[src/rtl/cascade_pkg.sv]
`timescale 1ns/1ps
package cascade_pkg;
    parameter int INT_W    = 16;
    parameter int N_RECT   = 3;
    parameter int WGT_W    = 4;
    parameter int THR_W    = 12;
    parameter int AREA_W   = 10;
    parameter int VOTE_W   = 8;
    parameter int MAX_FEAT = 64;

    localparam int N_CORNER = 4 * N_RECT;
    localparam int RECT_W   = INT_W + 2;
    localparam int PROD_W   = RECT_W + WGT_W;
    localparam int FEAT_W   = PROD_W + $clog2(N_RECT) + 1;
    localparam int SCL_W    = THR_W + AREA_W + 1;
    localparam int CMP_W    = ((FEAT_W > SCL_W) ? FEAT_W : SCL_W) + 1;
    localparam int ACC_W    = VOTE_W + $clog2(MAX_FEAT) + 1;

    typedef logic signed [RECT_W-1:0] rect_t;
    typedef logic signed [FEAT_W-1:0] feat_t;
    typedef logic signed [SCL_W-1:0]  scl_t;
    typedef logic signed [CMP_W-1:0]  cmp_t;
    typedef logic signed [VOTE_W-1:0] vote_t;
    typedef logic signed [ACC_W-1:0]  acc_t;

    // after box sums
    typedef struct packed {
        logic                           valid;
        logic                           last;
        rect_t [N_RECT-1:0]             rect;
        logic  [N_RECT-1:0][WGT_W-1:0]  wgt;
        scl_t                           thr_scl;
        vote_t                          yes_v;
        vote_t                          no_v;
        acc_t                           stage_thr;
    } s1_t;

    // after weighting
    typedef struct packed {
        logic   valid;
        logic   last;
        feat_t  feat;
        scl_t   thr_scl;
        vote_t  yes_v;
        vote_t  no_v;
        acc_t   stage_thr;
    } s2_t;

    function automatic rect_t box_sum(input logic [INT_W-1:0] a, input logic [INT_W-1:0] b,
                                      input logic [INT_W-1:0] c, input logic [INT_W-1:0] d);
        rect_t ea, eb, ec, ed;
        ea = rect_t'({2'b00, a});
        eb = rect_t'({2'b00, b});
        ec = rect_t'({2'b00, c});
        ed = rect_t'({2'b00, d});
        return ea + ed - eb - ec;
    endfunction

    function automatic logic meets_scaled(input feat_t f, input scl_t s);
        return cmp_t'(f) >= cmp_t'(s);
    endfunction
endpackage

[src/rtl/stage_rect_unit.sv]
`timescale 1ns/1ps
module stage_rect_unit
    import cascade_pkg::*;
(
    input  logic                              clk,
    input  logic                              rst,
    input  logic                              in_valid,
    input  logic                              in_last,
    input  logic [N_CORNER-1:0][INT_W-1:0]    corners,
    input  logic [N_RECT-1:0][WGT_W-1:0]      wgt,
    input  logic [THR_W-1:0]                  feat_thr,
    input  logic [AREA_W-1:0]                 area,
    input  logic [VOTE_W-1:0]                 yes_v,
    input  logic [VOTE_W-1:0]                 no_v,
    input  logic [ACC_W-1:0]                  stage_thr,
    output s1_t                               s1_q
);
    rect_t [N_RECT-1:0] rect_d;
    scl_t               thr_scl_d;

    for (genvar k = 0; k < N_RECT; k++) begin : g_box
        assign rect_d[k] = box_sum(corners[4*k], corners[4*k+1], corners[4*k+2], corners[4*k+3]);
    end

    assign thr_scl_d = scl_t'($signed(feat_thr)) * scl_t'($signed({1'b0, area}));

    always_ff @(posedge clk) begin
        if (rst) begin
            s1_q <= '0;
        end else begin
            s1_q.valid     <= in_valid;
            s1_q.last      <= in_valid & in_last;
            s1_q.rect      <= rect_d;
            s1_q.wgt       <= wgt;
            s1_q.thr_scl   <= thr_scl_d;
            s1_q.yes_v     <= yes_v;
            s1_q.no_v      <= no_v;
            s1_q.stage_thr <= stage_thr;
        end
    end
endmodule

[src/rtl/stage_weight_unit.sv]
`timescale 1ns/1ps
module stage_weight_unit
    import cascade_pkg::*;
(
    input  logic clk,
    input  logic rst,
    input  s1_t  s1_i,
    output s2_t  s2_q
);
    feat_t feat_d;

    always_comb begin
        feat_d = '0;
        for (int k = 0; k < N_RECT; k++) begin
            feat_d = feat_d + feat_t'($signed(s1_i.rect[k])) * feat_t'($signed(s1_i.wgt[k]));
        end
    end

    always_ff @(posedge clk) begin
        if (rst) begin
            s2_q <= '0;
        end else begin
            s2_q.valid     <= s1_i.valid;
            s2_q.last      <= s1_i.last;
            s2_q.feat      <= feat_d;
            s2_q.thr_scl   <= s1_i.thr_scl;
            s2_q.yes_v     <= s1_i.yes_v;
            s2_q.no_v      <= s1_i.no_v;
            s2_q.stage_thr <= s1_i.stage_thr;
        end
    end


    zero_wgt_chk: assert property (@(posedge clk) disable iff (rst)
        (s1_i.valid && s1_i.wgt == '0) |=> (s2_q.feat == '0));
endmodule

[src/rtl/stage_vote_unit.sv]
`timescale 1ns/1ps
module stage_vote_unit
    import cascade_pkg::*;
(
    input  logic clk,
    input  logic rst,
    input  s2_t  s2_i,
    output logic done_q,
    output logic pass_q
);
    acc_t  acc_q;
    acc_t  total;
    vote_t vote;
    logic  take_yes;

    assign take_yes = meets_scaled(s2_i.feat, s2_i.thr_scl);
    assign vote     = take_yes ? s2_i.yes_v : s2_i.no_v;
    assign total    = acc_q + acc_t'(vote);

    always_ff @(posedge clk) begin
        if (rst) begin
            acc_q  <= '0;
            done_q <= 1'b0;
            pass_q <= 1'b0;
        end else begin
            done_q <= s2_i.valid & s2_i.last;
            pass_q <= s2_i.valid & s2_i.last & ($signed(total) >= $signed(s2_i.stage_thr));
            if (s2_i.valid) begin
                acc_q <= s2_i.last ? acc_t'(0) : total;
            end
        end
    end


    acc_hold_chk: assert property (@(posedge clk) disable iff (rst)
        !s2_i.valid |=> $stable(acc_q));
endmodule

[src/rtl/cascade_stage_eval.sv]
`timescale 1ns/1ps
module cascade_stage_eval
    import cascade_pkg::*;
(
    input  logic                            clk,
    input  logic                            rst,
    input  logic                            feat_valid_i,
    input  logic                            feat_last_i,
    input  logic [N_CORNER-1:0][INT_W-1:0]  corner_i,
    input  logic [N_RECT-1:0][WGT_W-1:0]    rect_wgt_i,
    input  logic [THR_W-1:0]                feat_thr_i,
    input  logic [AREA_W-1:0]               win_area_i,
    input  logic [VOTE_W-1:0]               yes_vote_i,
    input  logic [VOTE_W-1:0]               no_vote_i,
    input  logic [ACC_W-1:0]                stage_thr_i,
    output logic                            done_o,
    output logic                            pass_o
);
    s1_t s1;
    s2_t s2;

    stage_rect_unit u_rect (
        .clk       (clk),
        .rst       (rst),
        .in_valid  (feat_valid_i),
        .in_last   (feat_last_i),
        .corners   (corner_i),
        .wgt       (rect_wgt_i),
        .feat_thr  (feat_thr_i),
        .area      (win_area_i),
        .yes_v     (yes_vote_i),
        .no_v      (no_vote_i),
        .stage_thr (stage_thr_i),
        .s1_q      (s1)
    );

    stage_weight_unit u_weight (
        .clk  (clk),
        .rst  (rst),
        .s1_i (s1),
        .s2_q (s2)
    );

    stage_vote_unit u_vote (
        .clk    (clk),
        .rst    (rst),
        .s2_i   (s2),
        .done_q (done_o),
        .pass_q (pass_o)
    );


    done_latency_chk: assert property (@(posedge clk) disable iff (rst)
        done_o |-> $past(feat_valid_i && feat_last_i, 3));


    pass_gated_chk: assert property (@(posedge clk) disable iff (rst)
        pass_o |-> done_o);
endmodule

[config.mk]
export PLATFORM = sky130hd
export DESIGN_NAME = cascade_stage_eval
export DESIGN_NICKNAME = d
export VERILOG_FILES = /design/src/rtl/cascade_pkg.sv /design/src/rtl/stage_rect_unit.sv /design/src/rtl/stage_weight_unit.sv /design/src/rtl/stage_vote_unit.sv /design/src/rtl/cascade_stage_eval.sv
export SDC_FILE = /design/constraint.sdc
export NUM_CORES = 2
export LEC_CHECK = 0
export ABC_AREA = 0
export BUFFER_PORTS_ARGS = -buffer_cell sky130_fd_sc_hd__buf_2
export CAP_MARGIN = 15
export CORE_ASPECT_RATIO = 1.75
export CORE_MARGIN = 1
export CORE_UTILIZATION = 46
export DETAILED_ROUTE_END_ITERATION = 6
export SYNTH_ARGS = -nofsm -noshare
export SYNTH_HDL_FRONTEND = slang
export SYNTH_HIERARCHICAL = 1
export SYNTH_SLANG_ARGS = --single-unit
[constraint.sdc]
create_clock -name clk -period 7.8 [get_ports clk]
set_input_delay 1.56 -clock clk [delete_from_list [all_inputs] [get_ports clk]]
set_output_delay 1.56 -clock clk [all_outputs]
set_load 0.005 [all_outputs]
==> impl_results.md <==
- Placed Area: 26400 µm²
- DP Wirelength: 47000 µm
- CTS max path bufs: 3
- RR Startpoint: u_rect/s1_q[54]$_SDFF_PP0_
- Fin cells: 3513
- Layout cell share with drive strength beyond 1: 12.1%
- Met2 Use GR: 42.3%
- Switching Fraction: 49.0%
- Final Power: 11.0 mW
- Post-Synth XOR/XNOR Area: 3.15%
- Hold WC Path Type: flip-flop to flip-flop
- Cell count after placement: 3474
- Rel. slew slack: 35.0%
- Required time of the critical path: 8.23 ns
- Clock Pin Slew Worst Setup and Hold Paths: 0.06 ns
- Pins Over Slew Limit: 0
- Sequential cell area fraction in the yosys report: 17.9%
- Static leakage: 13.4 nW
- Port buffer count: 262
- Hold Path End: u_weight/s2_q[34]$_SDFF_PP0_
- Post-Synth Adder-Cell Area: 45.2%
- Worst hold path depth: 1
- Place WS: 1.04 ns
- DR WL/cell: 15.6 µm
- Area of the core: 52500 µm²
- TritonCTS clock tree: yes
- Kind of critical path: primary input to flip-flop
- Die H: 307 µm
- Clock latency on the worst-skew pair: 0.55 ns
- Synth cell types: 84
- Reg2reg path depth: 21
- First-pass GRT wire length: 90400 µm
- Row cnt: 111
- Hold Buf Count CTS: 0
- Die width: 176 µm
- Via-to-Cell Ratio: 5.00
- Outcome: completed
- CP arrival: 6.62 ns
- Sw Pwr: 5.37 mW
- Measured slew at the worst slew-check pin: 0.975 ns
- Fin crit share: 79.3%
- Hold Slack: 0.436 ns
- RSZ-0062 raised after global routing: false
- Io pins: 263
- Layout Utilization: 51.7%
- Synth Cell Area: 24500 µm²
- Cells after Synth: 2603
- Cell Pwr Density: 403 nW/µm²
- Initial antenna violation count: 2
- Worst Min Path Start: u_rect/s1_q[34]$_SDFF_PP0_
- Final net count: 3722
- Max H-tree Level: 1
- DRT Wirelength: 54900 µm
- Fill count: 4962
- Residual DRC count: 0
- Synth Flop Type: dfxtp_1
- Met1 GRT Util: 21.7%
- Area share of and/or/nand/nor cells after synthesis: 15.4%
- TNS Setup: 0 ns
- Post_cts resized: 0
- Global placement routability congestion: 0.892
- Worst reg2reg endpoint: u_weight/s2_q[75]$_SDFF_PP0_
- Layout Skew: 0.0114 ns
- Total congestion overflow: 0
- Synth Area in Compound Gates: 8.42%
- Initial DRT Pass Iterations: 5
- CTS root buffer: clkbuf_16
- GR peak layer: met2
- DRT iter0 DRCs: 503
- Seq pwr share: 15.1%
- Hold Fails Final Rpt: 0
- Post-synth EDFFs: 0
- Vias post-DR: 17600
- Max-cap viol count: 0
- Largest net degree at the start of global routing: 102
- TritonCTS Buffers: 23
- Achievable Freq: 162 MHz
- Synthesis-to-layout area growth: 10.9%
- Crit path launch type: primary input
- Post-synthesis mux area share: 0.786%
- Met3 GRT Util: 1.68%
- Post CTS Setup Buffer Count: 0
- CP max FO: 12
- Total die area: 54200 µm²
- Ys Warns: 6
- Sink Count: 219
- Area of the multi-input gates: 17900 µm²
- CP Capture Type: flip-flop
- Gr usage total: 20.9%
- Largest family of logic cells by synthesized area: adder cells
- Pint: 5.59 mW
- Syn_nets: 3504
- Comb power frac: 74.9%
- Design area: 27200 µm²
- Clk pwr share: 10.0%
- Final setup violation count: 0
- Tmin final: 6.18 ns
- Maximum resistive drop on vdd: 535 µV
- Synthesized area per cell: 9.41 µm²
- Starting Density: 46.7%
- Vias in the first global route: 19200
- Register area: 4380 µm²
- Reg2Reg Setup Slack: 1.76 ns
- Final ANT Viol Nets: 0
- Yosys reg bits: 219
- Async SR Flop Fraction: 0%
- Final WS setup: 1.62 ns
## how the worst max path moves through the flow
stage / end / slack (ns) / cells after the start / startpoint
3_3_place_gp: u_rect/s1_q[52]$_SDFF_PP0_ / 1.09 / 17 / win_area_i[7]
2_1_floorplan: u_rect/s1_q[52]$_SDFF_PP0_ / 1.27 / 18 / win_area_i[7]
6_report: u_rect/s1_q[52]$_SDFF_PP0_ / 1.62 / 19 / win_area_i[7]
3_5_place_dp: u_rect/s1_q[52]$_SDFF_PP0_ / 1.04 / 17 / win_area_i[7]
4_1_cts: u_rect/s1_q[52]$_SDFF_PP0_ / 1.62 / 19 / win_area_i[7]
5_1_grt: u_rect/s1_q[52]$_SDFF_PP0_ / 1.34 / 17 / win_area_i[7]
## cell usage after synthesis (all sizes together) (21+ instances only)
cell type  number  share of area, %
nand2         222               3.4
inv           522               8.0
dfxtp         219                18
o21ai          47              0.99
nor2          144               2.2
fa            408                33
nand2b         46               1.2
xor2           31               1.1
ha            232                12
nor2b         138               3.6
a21o           34               1.0
xnor2          57               2.0
a21oi          88               1.9
nor3           21              0.43
and2          117               3.0
clkbuf         66               1.0
## sequential cells by signal, summed over array words and instances (netlist names)
signal,cells
u_rect/s1_q,122
u_vote/acc_q,15
u_vote/pass_q,1
u_weight/s2_q,80
u_vote/done_q,1
## layout by cell type, fill, tap and decap left out, types with 4 or more instances in the layout
| cell type | synthesis | routed |
|---|---|---|
| inv_1 | 522 | 522 |
| fa_1 | 408 | 408 |
| buf_2 | 1 | 261 |
| ha_1 | 232 | 232 |
| nand2_1 | 222 | 222 |
| dfxtp_1 | 219 | 219 |
| nor2_1 | 144 | 144 |
| nor2b_1 | 137 | 137 |
| and2_1 | 117 | 117 |
| a21oi_1 | 83 | 83 |
| xnor2_1 | 57 | 57 |
| nand2b_1 | 45 | 45 |
| o21ai_0 | 39 | 39 |
| a21o_1 | 33 | 33 |
| xor2_1 | 31 | 31 |
| clkbuf_16 | 0 | 23 |
| nor3_1 | 21 | 21 |
| o21a_1 | 19 | 19 |
| nand3_1 | 19 | 19 |
| a211oi_1 | 12 | 12 |
| a31oi_1 | 12 | 12 |
| nand4_1 | 10 | 10 |
| a22oi_1 | 10 | 10 |
| o211ai_1 | 9 | 9 |
| mux2_2 | 9 | 9 |
| o31ai_1 | 8 | 8 |
| o21bai_1 | 8 | 8 |
| o2111ai_1 | 6 | 6 |
| nor4_1 | 6 | 6 |
| o21ai_1 | 6 | 6 |
| a211o_1 | 5 | 5 |
| a21oi_2 | 5 | 5 |
| and3_1 | 5 | 5 |
| buf_4 | 2 | 4 |
## metal layers
metal | part of all wire [%] | vias to the layer above
met5 | 0 | -
met4 | 3.5 | 0
met3 | 2.9 | 91
met2 | 57 | 323
met1 | 36 | 8676
li1 | - | 8476
## cell families after synthesis
group / after synthesis
multiplexers: 16
AND/OR/NAND/NOR: 746
flip-flops: 219
buffers and inverters: 596
adder cells (fa/ha/maj): 640
XOR/XNOR: 88
AO/OA/AOI/OAI: 298
## power by group through the flow
stage	logic [mW]	registers, mW	clock network (mW)
after global routing	9.43	1.68	1.18
after global placement	8.11	1.68	0
after floorplan	6.56	1.54	0
after CTS	8.36	1.66	1.14
after detailed placement	8.28	1.68	0
final	8.20	1.65	1.10
## final cells by class
class | instances | share of cell area (%)
flip-flops and latches | 219 | 16.1
multi-input cells | 1788 | 65.8
repair buffers | 266 | 4.96
well taps | 678 | 3.12
clock inverters | 12 | 0.534
diodes | 1 | 0.00921
clock buffers | 26 | 2.23
inverters | 523 | 7.23
## critical path: stages
cell and delay [ns]:
buf_2 0.19, and2_1 0.19, fa_1 0.58, inv_1 0.06, fa_1 0.47, inv_1 0.05, fa_1 0.41, inv_1 0.09
fa_1 0.44, fa_1 0.54, inv_1 0.04, ha_1 0.35, a21oi_1 0.22, nor2b_1 0.09, nor2_1 0.16, o31ai_2 0.17
a2111oi_2 0.50, o31a_1 0.20, mux2_4 0.29
(Power assumes the default switching activity.)
